## src/rtl/lsu_pkg.sv

```systemverilog
package lsu_pkg;

    localparam int INSTR_W  = 16;
    localparam int REG_SEL_W = 3;

    typedef enum logic [3:0] {
        OPC_LD  = 4'b0010,
        OPC_ST  = 4'b0011,
        OPC_LDI = 4'b1010,
        OPC_STI = 4'b1011,
        OPC_LDR = 4'b0110,
        OPC_STR = 4'b0111,
        OPC_LEA = 4'b1110
    } opc_t;

    typedef enum logic [2:0] {
        ST_IDLE,
        ST_ADDR,
        ST_PTR_RD,
        ST_PTR_MV,
        ST_ACCESS,
        ST_WB,
        ST_DONE
    } seq_state_t;

    typedef struct packed {
        logic valid;
        logic is_load;
        logic is_store;
        logic is_lea;
        logic indirect;
        logic base_mode;
    } op_dec_t;

    function automatic op_dec_t decode_op(input logic [3:0] opc);
        op_dec_t d;
        d = '0;
        unique case (opc)
            OPC_LD:  begin d.valid = 1'b1; d.is_load  = 1'b1; end
            OPC_ST:  begin d.valid = 1'b1; d.is_store = 1'b1; end
            OPC_LDI: begin d.valid = 1'b1; d.is_load  = 1'b1; d.indirect = 1'b1; end
            OPC_STI: begin d.valid = 1'b1; d.is_store = 1'b1; d.indirect = 1'b1; end
            OPC_LDR: begin d.valid = 1'b1; d.is_load  = 1'b1; d.base_mode = 1'b1; end
            OPC_STR: begin d.valid = 1'b1; d.is_store = 1'b1; d.base_mode = 1'b1; end
            OPC_LEA: begin d.valid = 1'b1; d.is_lea   = 1'b1; end
            default: d = '0;
        endcase
        return d;
    endfunction

endpackage

```

## src/rtl/lsu_agen.sv

```systemverilog
module lsu_agen
    import lsu_pkg::*;
#(
    parameter int WORD_W = 16
) (
    input  logic [INSTR_W-1:0] ir,
    input  logic [WORD_W-1:0]  pc,
    input  logic [WORD_W-1:0]  base,
    input  logic               base_mode,
    output logic [WORD_W-1:0]  ea
);
    localparam int OFF9_W = 9;
    localparam int OFF6_W = 6;

    logic [WORD_W-1:0] off9_x;
    logic [WORD_W-1:0] off6_x;

    assign off9_x = {{(WORD_W-OFF9_W){ir[OFF9_W-1]}}, ir[OFF9_W-1:0]};
    assign off6_x = {{(WORD_W-OFF6_W){ir[OFF6_W-1]}}, ir[OFF6_W-1:0]};

    always_comb begin
        if (base_mode) ea = base + off6_x;
        else           ea = pc + off9_x;
    end
endmodule

```

## src/rtl/lsu_flags.sv

```systemverilog
module lsu_flags #(
    parameter int WORD_W = 16
) (
    input  logic              clk,
    input  logic              rst,
    input  logic              upd,
    input  logic [WORD_W-1:0] value,
    output logic [2:0]        nzp
);
    always_ff @(posedge clk) begin
        if (rst) begin
            nzp <= 3'b010;
        end else if (upd) begin
            if (value[WORD_W-1])  nzp <= 3'b100;
            else if (value == '0) nzp <= 3'b010;
            else                  nzp <= 3'b001;
        end
    end
endmodule

```

## src/rtl/lsu_ctrl.sv

```systemverilog
module lsu_ctrl
    import lsu_pkg::*;
(
    input  logic       clk,
    input  logic       rst,
    input  logic       go,
    input  op_dec_t    dec,
    input  logic       mem_ready,
    output seq_state_t state
);
    seq_state_t nxt;

    always_comb begin
        nxt = state;
        unique case (state)
            ST_IDLE:   if (go) nxt = ST_ADDR;
            ST_ADDR: begin
                if (dec.is_lea)        nxt = ST_WB;
                else if (dec.indirect) nxt = ST_PTR_RD;
                else                   nxt = ST_ACCESS;
            end
            ST_PTR_RD: if (mem_ready) nxt = ST_PTR_MV;
            ST_PTR_MV: nxt = ST_ACCESS;
            ST_ACCESS: if (mem_ready) nxt = dec.is_store ? ST_DONE : ST_WB;
            ST_WB:     nxt = ST_DONE;
            ST_DONE:   nxt = ST_IDLE;
            default:   nxt = ST_IDLE;
        endcase
    end

    always_ff @(posedge clk) begin
        if (rst) state <= ST_IDLE;
        else     state <= nxt;
    end
endmodule

```

## src/rtl/lsu_seq.sv

```systemverilog
module lsu_seq
    import lsu_pkg::*;
#(
    parameter int WORD_W = 16
) (
    input  logic                 clk,
    input  logic                 rst,
    input  logic                 start,
    input  logic [INSTR_W-1:0]   instr,
    input  logic [WORD_W-1:0]    pc_in,
    output logic [REG_SEL_W-1:0] rf_base_sel,
    input  logic [WORD_W-1:0]    rf_base_data,
    output logic [REG_SEL_W-1:0] rf_src_sel,
    input  logic [WORD_W-1:0]    rf_src_data,
    output logic                 rf_we,
    output logic [REG_SEL_W-1:0] rf_wr_sel,
    output logic [WORD_W-1:0]    rf_wr_data,
    output logic                 mem_req,
    output logic                 mem_we,
    output logic [WORD_W-1:0]    mem_addr,
    output logic [WORD_W-1:0]    mem_wdata,
    input  logic [WORD_W-1:0]    mem_rdata,
    input  logic                 mem_ready,
    output logic [2:0]           cc_nzp,
    output logic                 done
);
    logic [INSTR_W-1:0] ir_q;
    logic [WORD_W-1:0]  pc_q;
    logic [WORD_W-1:0]  mar_q;
    logic [WORD_W-1:0]  mdr_q;
    logic [WORD_W-1:0]  ea;
    op_dec_t            dec_in;
    op_dec_t            dec_q;
    seq_state_t         state;
    logic               go;

    assign dec_in = decode_op(instr[15:12]);
    assign dec_q  = decode_op(ir_q[15:12]);
    assign go     = start && dec_in.valid;

    assign rf_base_sel = ir_q[8:6];
    assign rf_src_sel  = ir_q[11:9];
    assign rf_wr_sel   = ir_q[11:9];

    lsu_agen #(.WORD_W(WORD_W)) u_agen (
        .ir        (ir_q),
        .pc        (pc_q),
        .base      (rf_base_data),
        .base_mode (dec_q.base_mode),
        .ea        (ea)
    );

    lsu_ctrl u_ctrl (
        .clk       (clk),
        .rst       (rst),
        .go        (go),
        .dec       (dec_q),
        .mem_ready (mem_ready),
        .state     (state)
    );

    always_ff @(posedge clk) begin
        if (rst) begin
            ir_q  <= '0;
            pc_q  <= '0;
            mar_q <= '0;
            mdr_q <= '0;
        end else begin
            unique case (state)
                ST_IDLE: begin
                    if (go) begin
                        ir_q <= instr;
                        pc_q <= pc_in;
                    end
                end
                ST_ADDR: begin
                    mar_q <= ea;
                    if (dec_q.is_store && !dec_q.indirect) mdr_q <= rf_src_data;
                end
                ST_PTR_RD: begin
                    if (mem_ready) mdr_q <= mem_rdata;
                end
                ST_PTR_MV: begin
                    mar_q <= mdr_q;
                    if (dec_q.is_store) mdr_q <= rf_src_data;
                end
                ST_ACCESS: begin
                    if (mem_ready && !dec_q.is_store) mdr_q <= mem_rdata;
                end
                default: ;
            endcase
        end
    end

    assign mem_req    = (state == ST_PTR_RD) || (state == ST_ACCESS);
    assign mem_we     = (state == ST_ACCESS) && dec_q.is_store;
    assign mem_addr   = mar_q;
    assign mem_wdata  = mdr_q;
    assign rf_we      = (state == ST_WB);
    assign rf_wr_data = dec_q.is_lea ? mar_q : mdr_q;
    assign done       = (state == ST_DONE);

    lsu_flags #(.WORD_W(WORD_W)) u_flags (
        .clk   (clk),
        .rst   (rst),
        .upd   (rf_we && dec_q.is_load),
        .value (mdr_q),
        .nzp   (cc_nzp)
    );
endmodule

```

## config.mk

```make
export PLATFORM = sky130hd
export DESIGN_NAME = lsu_seq
export DESIGN_NICKNAME = d
export VERILOG_FILES = /design/src/rtl/lsu_pkg.sv /design/src/rtl/lsu_agen.sv /design/src/rtl/lsu_flags.sv /design/src/rtl/lsu_ctrl.sv /design/src/rtl/lsu_seq.sv
export SDC_FILE = /design/constraint.sdc
export NUM_CORES = 1
export LEC_CHECK = 0
export BUFFER_PORTS_ARGS = -buffer_cell sky130_fd_sc_hd__buf_2
export CAP_MARGIN = 25
export CORE_AREA = 4 4 102 104
export CTS_CLUSTER_DIAMETER = 150
export DETAILED_ROUTE_END_ITERATION = 16
export DIE_AREA = 0 0 106 108
export MAX_ROUTING_LAYER = met4
export PLACE_DENSITY = 0.77
export SYNTH_ARGS = -nofsm -noshare
export SYNTH_HDL_FRONTEND = slang
export SYNTH_SLANG_ARGS = --single-unit
```

## constraint.sdc

```tcl
create_clock -name clk -period 3.15 [get_ports clk]
set_input_delay 0.4725 -clock clk [delete_from_list [all_inputs] [get_ports clk]]
set_output_delay 0.4725 -clock clk [all_outputs]
set_load 0.02 [all_outputs]
```

==> flow_summary.ini <==
[timing]
finalCritPeriodShare_pct = 89.36
hold_viol = 0
slew_violations = 0
tightest_slew_ns = 0.9490
grt_setup_unrepaired = no
setup_slack_ns = 0.3353
finalSetupViolCount = 0
max_freq_mhz = 355.3
finalSetupTns_ns = 0
slew_headroom_pct = 36.40
clock-skew-final_ns = 0.01216
period_needed_ns = 2.815

[detailed_routing]
drtAntennaViolNets = 0
vias_per_cell = 5.682
wl_per_cell_um = 16.19
drt_pass1_iterations = 6
vias = 4898
routed_wl_mm = 13.96
drc_errors = 0
drt_iter0_drc = 316

[clock_tree]
htreeDepth = 3
cts_tree = done
holdBufCountCts = 0
root_buffer = clkbuf_8
worstSkewPairLatency_ns = 0.35
cts_buffers = 9
clk_pin_slew_ns = 0.08
cts_buffer_depth = 2
cts_sinks = 70
cts_setup_buffers = 0
cts_resized = 0

[floorplanning]
core_sq_mm = 0.009549
fp.dieH_um = 108
fp.dieW_um = 106
io_pins = 148
rows = 36
start_util_pct = 51.59
die-area_sq_mm = 0.01145

[pwr]
ir_drop_mv = 0.3111
power_uw = 4154
power.leakage_uw = 0.002669
p_per_area_mw_per_mm2 = 704.2

[min_path]
holdPathStages = 3
holdPathEnd = ir_q[10]$_SDFFE_PP0P_
worst_hold_startpoint = instr[10]
hp-class = input port to flop

[critical_path]
r2r-end = mem_addr[12]$_SDFFE_PP0P_
reg2reg_from = ir_q[0]$_SDFFE_PP0P_
crit_required_ns = 2.68
crit_fanout = 17
path_class = flop to output port
r2r_slack_ns = 0.55
crit_arrival_ns = 2.34
start_kind = flop
crit_path_end_kind = output port
reg2regPathDepth = 8

[final_layout]
antenna_cells = 0
fin_nets = 841
drive_gt1_share_pct = 26.20
area_growth_pct = 19.76
fillers = 866
multi_input_area_sq_mm = 0.003239
regArea_sq_mm = 0.001401

[yosys]
synth_area_leaders = dfxtp_1 (28%), ha_1 (7.6%), nand2_1 (7.2%)
yosysSeqAreaShare_pct = 28.45
netlist_instances = 606
yosysWarnings = 0
synth_common_cells = nand2_1 (94), dfxtp_1 (70), a21oi_1 (66)
synth_cell_type_count = 67
ys_ff_latch = 70
synth_edf_count = 0
syn_area_per_cell_sq_um = 8.129
yosysTopAreaCellShare_pct = 28.45
yosysTopAreaCell = dfxtp_1
syn-num-nets = 722
synthArstFlopShare_pct = 0
netlist_area_sq_mm = 0.004926
synth_most_common_cell = nand2_1
synth-main-ff-cell = dfxtp_1

[grt]
first_global_vias = 4736
overflow = 0
antenna_found_initial = 0
grt_first_pass_wirelength_mm = 22.57
grt_usage_pct = 24.79
grt_start_max_net_pins = 34

[placed_design]
gp_congestion = 0.9014
place_ws_ns = 0.2814
io_buffers = 147
hpwl_mm = 10.88

[status]
status = finished clean

[run]
maxCapViolCount = 0
## state kept, by name, summed over array words and instances, names as in the netlist
| register | cells |
|---|---|
| mem_wdata | 16 |
| u_flags.nzp | 3 |
| ir_q | 16 |
| u_ctrl.state | 3 |
| mem_addr | 16 |
| pc_q | 16 |
## worst max-delay path, cell delays in order, from the launching register on
cell and delay (ns):
dfxtp_1 0.42, nand4b_1 0.77, mux2_1 0.62, buf_2 0.17
## worst max path at each step
stage	end	slack [ns]	from
final	rf_wr_data[10]	0.34	ir_q[13]$_SDFFE_PP0P_
after global routing	rf_wr_data[10]	0.15	ir_q[13]$_SDFFE_PP0P_
after CTS	rf_wr_data[10]	0.30	ir_q[13]$_SDFFE_PP0P_
after detailed placement	mem_addr[12]$_SDFFE_PP0P_	0.28	rf_base_data[0]
after global placement	mem_addr[12]$_SDFFE_PP0P_	0.33	rf_base_data[0]
after floorplan	mem_addr[12]$_SDFFE_PP0P_	0.53	rf_base_data[0]
## per-layer routing
layer / up-vias / share of wire, % / track usage (%)
li1: 2437 / - / -
met1: 2213 / 44 / 29.96
met2: 221 / 48 / 42.81
met3: 27 / 6.6 / 4.299
met4: 0 / 1.8 / 7.031
met5: - / 0 / -
## kinds of logic after synthesis
logic type | after synthesis | share of synthesized area [%]
AND/OR/NAND/NOR | 208 | 19.99
AO/OA/AOI/OAI | 174 | 23.90
flip-flops | 70 | 28.45
buffers and inverters | 57 | 6.070
multiplexers | 41 | 8.738
adder cells (fa/ha/maj) | 32 | 8.433
XOR/XNOR | 24 | 4.420
## layout by cell type, fill, tap and decap left out, drive strengths merged, types with 4 or more instances in the layout
master / n
a211oi: 26
a21o: 10
a21oi: 67
a221oi: 4
a31oi: 10
and3: 11
buf: 156
clkbuf: 9
dfxtp: 70
ha: 30
inv: 9
mux2: 16
mux2i: 25
nand2: 94
nand2b: 6
nand3: 10
nand4: 6
nor2: 44
nor2b: 5
nor3: 7
nor3b: 4
nor4: 5
o211ai: 6
o21ai: 19
o22ai: 4
xnor2: 18
xor2: 6
## metrics by stage
step / hold WS [ns] / cells / instance area [sq um] / util [%]
after floorplan: 0.4400 / 606 / 4926 / -
after global placement: 0.4477 / 846 / 5637 / 59.03
after detailed placement: 0.4549 / 846 / 5637 / 59.03
after CTS: 0.3447 / 861 / 5872 / 61.49
after global routing: 0.3608 / 862 / 5899 / 61.78
final: 0.3610 / 862 / 5899 / 61.78
## area by class of cell
class	instances	area share [%]
flip-flops and latches	70	23.75
clock buffers	9	2.100
multi-input cells	479	54.91
clock inverters	6	1.888
repair buffers	156	13.96
inverters	9	0.5726
well taps	133	2.821
## report_power, final
part | internal [uW] | total (uW) | switching [uW]
logic | 794 | 2020 | 1230
clock network | 521 | 868 | 347
registers | 1050 | 1260 | 216
total | 2360 | 4150 | 1790
(Power assumes the default switching activity.)
